[config.mk]
export PLATFORM = sky130hd
export DESIGN_NAME = sram_wr_seq
export DESIGN_NICKNAME = d
export VERILOG_FILES = /design/src/rtl/sram_wr_pkg.sv /design/src/rtl/sram_wr_cnt.sv /design/src/rtl/sram_wr_ctl.sv /design/src/rtl/sram_wr_seq.sv
export SDC_FILE = /design/constraint.sdc
export NUM_CORES = 1
export LEC_CHECK = 0
export ABC_AREA = 1
export BUFFER_PORTS_ARGS = -buffer_cell sky130_fd_sc_hd__buf_2
export CAP_MARGIN = 20
export CORE_ASPECT_RATIO = 0.6
export CORE_UTILIZATION = 49
export CTS_CLUSTER_DIAMETER = 60
export DETAILED_ROUTE_END_ITERATION = 16
export PLACE_DENSITY = 0.79
export SYNTH_ARGS = -nofsm -noshare
export SYNTH_HDL_FRONTEND = slang
export SYNTH_SLANG_ARGS = --single-unit
[constraint.sdc]
create_clock -name clk -period 1.94 [get_ports clk]
set_clock_uncertainty 0.15 [all_clocks]
set_input_delay 0.485 -clock clk [delete_from_list [all_inputs] [get_ports clk]]
set_output_delay 0.485 -clock clk [all_outputs]
set_load 0.005 [all_outputs]
[src/rtl/sram_wr_pkg.sv]
`timescale 1ns/1ps
// Shared types and helpers for the SRAM write sequencer.
// Assumes nothing beyond elaboration-time integer parameters.
package sram_wr_pkg;

    // Phases of one write cycle, in the order they occur.
    typedef enum logic [2:0] {
        PH_IDLE,   // waiting for a request
        PH_ASU,    // address setup
        PH_ARM,    // select-strobed mode only: read/write low ahead of select
        PH_STRB,   // write strobe active
        PH_HOLD,   // data and address hold after the strobe
        PH_REC     // padding until the cycle time is met
    } phase_e;

    // Larger of two integers, for parameter arithmetic.
    function automatic int imax(input int a, input int b);
        return (a > b) ? a : b;
    endfunction

endpackage

[src/rtl/sram_wr_cnt.sv]
`timescale 1ns/1ps
// Saturating up-counter with synchronous clear.
// Assumes W is wide enough that saturation is never reached while timing.
module sram_wr_cnt #(
    parameter int W = 5
) (
    input  logic         clk,
    input  logic         rst_n,
    input  logic         clr,
    output logic [W-1:0] cnt
);

    // Count cycles since the last clear, stopping at all-ones.
    always_ff @(posedge clk) begin
        if (!rst_n)             cnt <= '0;
        else if (clr)           cnt <= '0;
        else if (cnt != '1)     cnt <= cnt + 1'b1;
    end

endmodule

[src/rtl/sram_wr_ctl.sv]
`timescale 1ns/1ps
// Phase sequencer: captures a request and steps through the write phases.
// Assumes all timing parameters are at least 1 (T_HD may be 0), T_WC >= 2,
// and CW large enough to count one full cycle.
module sram_wr_ctl
    import sram_wr_pkg::*;
#(
    parameter int ADDR_W = 12,
    parameter int DATA_W = 16,
    parameter int T_SA   = 2,
    parameter int T_PWE  = 3,
    parameter int T_HZWE = 2,
    parameter int T_SD   = 2,
    parameter int T_HD   = 2,
    parameter int T_HA   = 1,
    parameter int T_WC   = 9,
    parameter int CW     = 5
) (
    input  logic              clk,
    input  logic              rst_n,
    input  logic              req_valid,
    input  logic [ADDR_W-1:0] req_addr,
    input  logic [DATA_W-1:0] req_data,
    input  logic [1:0]        req_be,
    input  logic              req_sem,
    input  logic              req_ce_strobe,
    input  logic              req_oe_low,
    input  logic [CW-1:0]     pcnt,
    input  logic [CW-1:0]     ccnt,
    output phase_e            phase,
    output logic              accept,
    output logic              step,
    output logic [ADDR_W-1:0] lat_addr,
    output logic [DATA_W-1:0] lat_data,
    output logic [1:0]        lat_be,
    output logic              lat_sem,
    output logic              lat_ce,
    output logic              lat_oe
);

    localparam int P_HI      = imax(T_PWE, T_SD);
    localparam int P_LO      = imax(T_PWE, T_HZWE + T_SD);
    localparam int H_LEN     = imax(T_HD, T_HA);
    localparam logic [CW-1:0] ASU_LAST  = CW'(T_SA - 1);
    localparam logic [CW-1:0] HI_LAST   = CW'(P_HI - 1);
    localparam logic [CW-1:0] LO_LAST   = CW'(P_LO - 1);
    localparam logic [CW-1:0] HOLD_LAST = CW'(H_LEN - 1);
    localparam logic [CW-1:0] CYC_LAST  = CW'(imax(T_WC - 2, 0));

    phase_e            nxt;
    logic [CW-1:0]     strb_last;

    // Pick the strobe length: stretched only for read/write timing with OE low.
    always_comb strb_last = (!lat_ce && lat_oe) ? LO_LAST : HI_LAST;

    // Take a request only from the idle phase.
    always_comb accept = (phase == PH_IDLE) && req_valid;

    // Next-phase decision from the phase counter and the cycle counter.
    always_comb begin
        nxt = phase;
        case (phase)
            PH_IDLE: if (req_valid)              nxt = PH_ASU;
            PH_ASU:  if (pcnt == ASU_LAST)       nxt = lat_ce ? PH_ARM : PH_STRB;
            PH_ARM:                              nxt = PH_STRB;
            PH_STRB: if (pcnt == strb_last)      nxt = PH_HOLD;
            PH_HOLD: if (pcnt == HOLD_LAST)      nxt = (ccnt >= CYC_LAST) ? PH_IDLE : PH_REC;
            PH_REC:  if (ccnt >= CYC_LAST)       nxt = PH_IDLE;
            default:                             nxt = PH_IDLE;
        endcase
    end

    // Restart the phase counter on every phase change.
    always_comb step = (nxt != phase);

    // Phase register and request capture.
    always_ff @(posedge clk) begin
        if (!rst_n) begin
            phase    <= PH_IDLE;
            lat_addr <= '0;
            lat_data <= '0;
            lat_be   <= '0;
            lat_sem  <= 1'b0;
            lat_ce   <= 1'b0;
            lat_oe   <= 1'b0;
        end else begin
            phase <= nxt;
            if (accept) begin
                lat_addr <= req_addr;
                lat_data <= req_data;
                lat_be   <= req_be;
                lat_sem  <= req_sem;
                lat_ce   <= req_ce_strobe;
                lat_oe   <= req_oe_low;
            end
        end
    end

endmodule

[src/rtl/sram_wr_seq.sv]
`timescale 1ns/1ps
// Top of the SRAM write sequencer: one accepted request becomes one write
// cycle on the memory pins, timed in whole clock cycles.
// Assumes a single requester and that the pins are registered or short paths;
// the pin levels are decoded from flops only, never from request inputs.
module sram_wr_seq
    import sram_wr_pkg::*;
#(
    parameter int ADDR_W = 12,
    parameter int DATA_W = 16,
    parameter int T_SA   = 2,
    parameter int T_PWE  = 3,
    parameter int T_HZWE = 2,
    parameter int T_SD   = 2,
    parameter int T_HD   = 2,
    parameter int T_HA   = 1,
    parameter int T_WC   = 9
) (
    input  logic              clk,
    input  logic              rst_n,
    input  logic              req_valid,
    output logic              req_ready,
    input  logic [ADDR_W-1:0] req_addr,
    input  logic [DATA_W-1:0] req_data,
    input  logic [1:0]        req_be,
    input  logic              req_sem,
    input  logic              req_ce_strobe,
    input  logic              req_oe_low,
    output logic [ADDR_W-1:0] mem_addr,
    output logic [DATA_W-1:0] mem_dq_out,
    output logic              mem_dq_oe,
    output logic              mem_ce_n,
    output logic              mem_sem_n,
    output logic              mem_rw_n,
    output logic              mem_oe_n,
    output logic              mem_ub_n,
    output logic              mem_lb_n
);

    localparam int P_LO  = imax(T_PWE, T_HZWE + T_SD);
    localparam int H_LEN = imax(T_HD, T_HA);
    localparam int CW    = $clog2(T_SA + 1 + P_LO + H_LEN + T_WC + 2);
    localparam logic [CW-1:0] HZ_OFF  = CW'(T_HZWE);
    localparam logic [CW-1:0] HD_CNT  = CW'(T_HD);

    phase_e            phase;
    logic              accept, step;
    logic [CW-1:0]     pcnt, ccnt, doff;
    logic [1:0]        lat_be;
    logic              lat_sem, lat_ce, lat_oe;
    logic              busy, sel_on, rw_low;

    sram_wr_ctl #(
        .ADDR_W(ADDR_W), .DATA_W(DATA_W), .T_SA(T_SA), .T_PWE(T_PWE),
        .T_HZWE(T_HZWE), .T_SD(T_SD), .T_HD(T_HD), .T_HA(T_HA),
        .T_WC(T_WC), .CW(CW)
    ) u_ctl (
        .clk(clk), .rst_n(rst_n), .req_valid(req_valid),
        .req_addr(req_addr), .req_data(req_data), .req_be(req_be),
        .req_sem(req_sem), .req_ce_strobe(req_ce_strobe),
        .req_oe_low(req_oe_low), .pcnt(pcnt), .ccnt(ccnt),
        .phase(phase), .accept(accept), .step(step),
        .lat_addr(mem_addr), .lat_data(mem_dq_out), .lat_be(lat_be),
        .lat_sem(lat_sem), .lat_ce(lat_ce), .lat_oe(lat_oe)
    );

    sram_wr_cnt #(.W(CW)) u_phase_cnt (
        .clk(clk), .rst_n(rst_n), .clr(step), .cnt(pcnt)
    );

    sram_wr_cnt #(.W(CW)) u_cycle_cnt (
        .clk(clk), .rst_n(rst_n), .clr(accept), .cnt(ccnt)
    );

    // Busy whenever a write cycle is in progress.
    always_comb busy = (phase != PH_IDLE);
    always_comb req_ready = !busy;

    // Select window and read/write window, by strobe mode.
    always_comb begin
        if (lat_ce) begin
            sel_on = (phase == PH_STRB);
            rw_low = (phase == PH_ARM) || (phase == PH_STRB) || (phase == PH_HOLD);
        end else begin
            sel_on = (phase == PH_ASU) || (phase == PH_STRB) || (phase == PH_HOLD);
            rw_low = (phase == PH_STRB);
        end
    end

    // Control pins, active low.
    always_comb begin
        mem_ce_n  = !(sel_on && !lat_sem);
        mem_sem_n = !(sel_on && lat_sem);
        mem_ub_n  = !(sel_on && lat_be[1]);
        mem_lb_n  = !(sel_on && lat_be[0]);
        mem_rw_n  = !rw_low;
        mem_oe_n  = !(busy && !lat_ce && lat_oe);
    end

    // Data drive window: delayed for float time when OE is low, held after strobe.
    always_comb doff = (!lat_ce && lat_oe) ? HZ_OFF : '0;
    always_comb mem_dq_oe = ((phase == PH_STRB) && (pcnt >= doff)) ||
                            ((phase == PH_HOLD) && (pcnt < HD_CNT));

endmodule

== Yosys cells after proc, flatten, opt, wreduce, memory -nomap -nowiden ==
Cells that the tools add are included.

* Register bits: 46
* Bits of input ports: 36
* Output and inout port bits: 36
* Word-level logic and storage cells: 65

* Mux-type cells: 12
* Reduce and logical (&&, ||, !) cells: 28
* $add $sub $neg: 2
* $lt $le $gt $ge: 3
* Bitwise gates (word level): 1
* Equal/unequal tests: 10

{| class="wikitable"
|+ Operators with widths
! kind !! number
|-
| 3-bit 2-to-1 mux || 6
|-
| 3-bit case mux with 6 select lines || 1
|-
| 5-bit by 1-bit adder with 5-bit output (second input constant) || 2
|-
| 1-bit logical AND || 10
|-
| 5-bit inequality test (second input constant) || 2
|-
| 1-bit logical NOT || 9
|-
| 3-bit by 2-bit == test with 1-bit output (second input constant) || 2
|-
| 3-bit == test (second input constant) || 2
|-
| 5-bit by 1-bit == test with 1-bit output (second input constant) || 1
|-
| 5-bit == test || 1
|-
| 5-bit by 2-bit greater-or-equal comparator with 1-bit output || 1
|-
| 5-bit by 3-bit greater-or-equal comparator with 1-bit output (second input constant) || 1
|-
| 1-bit logical OR || 5
|-
| 5-bit by 2-bit < comparator with 1-bit output (second input constant) || 1
|-
| 1-bit 2-to-1 mux || 4
|-
| 2-bit OR reduction || 2
|-
| 3-bit by 1-bit == test with 1-bit output (second input constant) || 1
|-
| 3-bit logical NOT || 1
|-
| 3-bit inequality test || 1
|-
| 3-bit nonzero test || 1
|-
| 2-bit 2-to-1 mux || 1
|-
| 1-bit inverter || 1
|}

== Depth between registers and ports, before layout ==
* Word-level depth: 8
* Gate-level depth with buffers: 12
* Gate-level depth less buffers: 12

== By module ==
A second synthesis with hierarchy kept.

* Cell total of the unflattened synthesis: 304
* Area total of the unflattened synthesis: 2,140.8 um2

{| class="wikitable"
|+ Modules (own cells, without submodules)
! module !! cells an instance !! instances !! area each (um2) !! sequential area each (um2)
|-
| sram_wr_ctl || 204 || 1 || 1,472.7 || 720.7
|-
| sram_wr_cnt || 32 || 2 || 246.5 || 100.1
|-
| sram_wr_seq || 36 || 1 || 175.2 || 0.0
|}

== Worst setup path after synthesis ==
No wires, ideal clock.

* Path kind: register to output
* From: register u_ctl.lat_ce
* To: output mem_dq_oe
* Required time: 1.305 ns
* Slack: 0.220 ns
* Cell stages (with the launch flop): 9
* Buffers on the path: 0
* Arrival time: 1.085 ns
* Cell sequence: dfxtp_1 inv_1 nand2_1 inv_1 ha_1 inv_1 o21ai_0 o21ai_0 o31ai_1

* Longest elaborated chain between the ends: 6

{| class="wikitable"
|+ Ends and longest elaborated chain
! what !! RTL line !! source
|-
| start: declaration || sram_wr_ctl.sv:37 || <nowiki>output logic lat_ce,</nowiki>
|-
| start signal: assignment || sram_wr_ctl.sv:93 || <nowiki>lat_ce <= req_ce_strobe;</nowiki>
|-
| 1-bit logical NOT || sram_wr_seq.sv:101 || <nowiki>always_comb doff = (!lat_ce && lat_oe) ? HZ_OFF : '0;</nowiki>
|-
| 1-bit logical AND || sram_wr_seq.sv:101 ||
|-
| 2-bit 2-to-1 mux || sram_wr_seq.sv:101 ||
|-
| 5-bit by 2-bit greater-or-equal comparator with 1-bit output || sram_wr_seq.sv:102 || <nowiki>always_comb mem_dq_oe = ((phase == PH_STRB) && (pcnt >= doff)) ||</nowiki>
|-
| 1-bit logical AND || sram_wr_seq.sv:102 ||
|-
| 1-bit logical OR || sram_wr_seq.sv:102 ||
|-
| end: declaration || sram_wr_seq.sv:31 || <nowiki>output logic mem_dq_oe,</nowiki>
|}

No other way between the ends.

== Final worst setup path ==
Same ends and word-level chain as after synthesis.

==> qor_table.md <==
| Metric | Value | Unit |
| --- | --- | --- |
| Status | finished with violations | - |
| Failing checks | setup timing | - |
| Reg-to-Reg Start | u_phase_cnt.cnt[1] | - |
| Post-route cell area | 2789 | um^2 |
| Setup repair after global routing missed its margin | true | - |
| Critical path data required time | 1.30 | ns |
| Width of the chip | 84.60 | um |
| Peak supply drop | 0.0003675 | V |
| Library cell contributing the largest single delay on the critical path | dfxtp_2 | - |
| Post-synthesis cell count | 273 | - |
| Simple-Gate Fraction of Synth Area | 0.2938 | - |
| Average via count per standard cell | 5.273 | - |
| Post-synthesis cell area | 2006 | um^2 |
| Pre-CTS setup slack | 0.05663 | ns |
| Worst setup slack after layout | -0.2373 | ns |
| Count of input and output buffers | 71 | - |
| Number of rows created at floorplan | 17 | - |
| Crit path time final | 2.177 | ns |
| Reported max-cap violation count | 0 | - |
| Clock Pin Slew Worst Setup and Hold Paths | 0.09 | ns |
| Core footprint | 3786 | um^2 |
| Worst Max-Slew Pin Slew | 0.3377 | ns |
| Arrival @ worst endpoint | 1.54 | ns |
| Clock root buffer | clkbuf_8 | - |
| Cell depth of the worst hold path | 3 | - |
| Share of final-layout standard cells stronger than drive strength 1 | 0.3651 | - |
| Initial antenna violation count | 0 | - |
| Top cell type's share of synthesized area | 0.4591 | - |
| Final hold viol count | 0 | - |
| Static leakage power | 1.307 | nW |
| Flip-flop and latch count after synthesis | 46 | - |
| Total area of sequential cells | 935.9 | um^2 |
| Reg-to-Reg End | u_phase_cnt.cnt[1] | - |
| Vias in the first global route | 1795 | - |
| Effective utilization at floorplan | 0.5297 | - |
| NumNets Final | 408 | - |
| Ports placed on the boundary | 72 | - |
| Final clock period utilization by the worst path | 1.122 | - |
| Signed area change from the synthesized netlist to the final layout | 39.05 | % |
| Clock insertion delay at the later pin of the skew report | 0.29 | ns |
| Commonest non-fill, non-tap cells in the layout | 70 x buf_2, 64 x nand2_1, 40 x dfxtp_1 | - |
| DRC violations left | 0 | - |
| Cell types with the largest area share after synthesis | dfxtp_1 46%, nand2_1 13%, a21oi_1 10%, nand3_1 9.5%, nor2_1 3.9% | - |
| Sequence of cells on the critical path | inv_2 > nand2_2 > inv_2 > ha_4 > inv_2 > o21ai_2 > o21ai_1 > o31ai_1 > buf_2 | - |
| Final Setup Violations | 5 | - |
| Hold_ws | 0.2952 | ns |
| Synthesis Warnings | 0 | - |
| Antenna diode count | 0 | - |
| Area share of fa/ha/maj cells after synthesis | 0.03743 | - |
| Die boundary height | 51.56 | um |
| Hold EP | u_ctl.phase[2] | - |
| Global-route wire length before repair | 8.183 | mm |
| Total count of max-transition violations in the final report | 0 | - |
| Final non-filler cell total | 414 | - |
| DRT iter0 DRCs | 155 | - |
| Post-route ant nets | 0 | - |
| Filler Cells Inserted | 289 | - |
| Number of sinks on the clock net | 46 | - |
| Xor and xnor area share after synthesis | 0.02183 | - |
| Area taken by multi-input logic gates | 1032 | um^2 |
| Startpoint kind of the worst setup timing path | register | - |
| Hold WC Path Type | in -> reg | - |
| Seq/Total Area, Yosys | 0.4591 | - |
| Placed Instances | 387 | - |
| Remaining max-slew budget at the tightest pin | 0.7749 | - |
| Worst Reg2Reg Path Length in Cells | 11 | - |
| Number of levels the H-tree was split into | 2 | - |
| Most used cell along the critical path | inv_2 | - |
| Number of detailed-routing iterations run before antenna repair | 6 | - |
| Compound-Gate Fraction of Synth Area | 0.1260 | - |
| DP Area | 2431 | um^2 |
| Leading cell type in the layout, fill and taps excluded | buf_2 | - |
| Die footprint | 4361 | um^2 |
| Routability congestion estimate from global placement | 0.8549 | - |
| Maximum buffer depth of the clock tree | 2 | - |
| TritonCTS clock tree | yes | - |
| DP Wirelength | 3.331 | mm |
| Worst reg-to-reg setup slack | 0.06 | ns |
| Element type at the critical path end | output pin | - |
| P per Cell Area | 819.4 | nW/um^2 |
| Share of synthesized area spent on multiplexers | 0 | - |
| Total Wirelength | 5.861 | mm |
| Routed length per placed instance | 14.16 | um |
| GRT Util Overall | 0.2415 | - |
| Dominant cell type by area after synthesis | dfxtp_1 | - |
| Worst-path maximum fanout | 3 | - |
| Largest net degree at the start of global routing | 34 | - |
| Largest family of logic cells by synthesized area | simple AND/OR/NAND/NOR gates | - |
| CTS Buf Count | 5 | - |
| Total number of vias | 2183 | - |
| Maximum frequency from static timing analysis | 459.3 | MHz |
| Slowest cell delay on critical path | 0.34 | ns |
| Post-Synthesis Net Count | 315 | - |
| Total congestion overflow after global routing | 0 | - |
| Worst Hold Launch | rst_n | - |
| Avg Cell Area, Syn | 7.347 | um^2 |
| Kind of critical path | reg -> out | - |
| Synth unique cells | 21 | - |
[cells in the mapped netlist, drive strengths merged]
library cell	number
clkinv	1
nor2	22
dfxtp	46
xor2	5
o21ai	8
a21oi	41
nand2	69
nand4	1
or2	1
nand3	38
clkbuf	7
o31ai	1
inv	17
buf	6
nor3	3
ha	6
and3	1
[cells by family (layout without fill, tap and decap cells)]
family,count (synthesis),in the layout
compound gates,50,50
fa+ha+maj,6,6
buf+inv,31,125
flops,46,46
xor+xnor,5,5
simple gates,135,135
[what timing repair did]
| action | 4_1_cts | 5_1_grt |
|---|---|---|
| hold buffers | 0 | 0 |
| endpoints found under the setup margin | 7 | 13 |
| resized for setup | 19 | 22 |
| pin swaps | 4 | 5 |
| buffers inserted | 7 | 12 |
[metal layers]
layer  part of all wire  global-route usage
met1               0.43              0.3250
met2               0.47              0.3835
met3              0.077             0.06508
met4              0.020             0.07627
met5                  0                   0
[registers in the layout, summed over array words and instances (netlist names)]
name,cells
u_ctl.lat_be,2
u_ctl.phase,3
u_ctl.lat_oe,1
u_ctl.lat_addr,12
u_cycle_cnt.cnt,5
u_phase_cnt.cnt,5
u_ctl.lat_data,16
u_ctl.lat_sem,1
u_ctl.lat_ce,1
[worst max path at each step]
stage / startpoint / end / slack [ns]
floorplan: u_ctl.lat_ce / mem_dq_oe / 0.22
global placement: u_ctl.lat_ce / mem_dq_oe / 0.08
detailed placement: u_ctl.lat_ce / mem_dq_oe / 0.06
CTS: u_ctl.lat_ce / mem_dq_oe / -0.15
global route: u_ctl.lat_ce / mem_dq_oe / -0.34
finish: u_ctl.lat_ce / mem_dq_oe / -0.24
[worst max-delay path: cells and delay by family, from the launching register on]
| kind | cells | cell delay [ns] |
|---|---|---|
| AOI/OAI and AO/OA | 3 | 0.27 |
| and+or+nand+nor | 1 | 0.10 |
| adders and majority gates | 1 | 0.26 |
| buffers and inverters | 4 | 0.29 |
| DFF | 1 | 0.34 |
[cell type report]
type | count | area share
multi-input cells | 196 | 0.3701
flip-flops and latches | 46 | 0.3356
repair buffers | 99 | 0.2131
clock buffers | 6 | 0.02961
inverters | 18 | 0.02602
well taps | 47 | 0.02109
clock inverters | 2 | 0.004486
[per-stage QoR]
| step | utilization | setup TNS [ns] | total power (W) |
|---|---|---|---|
| floorplan | - | 0 | 0.001389 |
| global placement | 0.6421 | 0 | 0.001561 |
| detailed placement | 0.6421 | 0 | 0.001571 |
| CTS | 0.6933 | -0.2609 | 0.002201 |
| global route | 0.7366 | -1.413 | 0.002413 |
| finish | 0.7366 | -0.5110 | 0.002285 |
[power by group]
| part | total, W | internal, W | switching [W] |
|---|---|---|---|
| logic | 0.000595 | 0.000259 | 0.000336 |
| clock network | 0.000600 | 0.000286 | 0.000313 |
| registers | 0.00109 | 0.00103 | 0.0000642 |
Power figures use the tool's default switching activity.
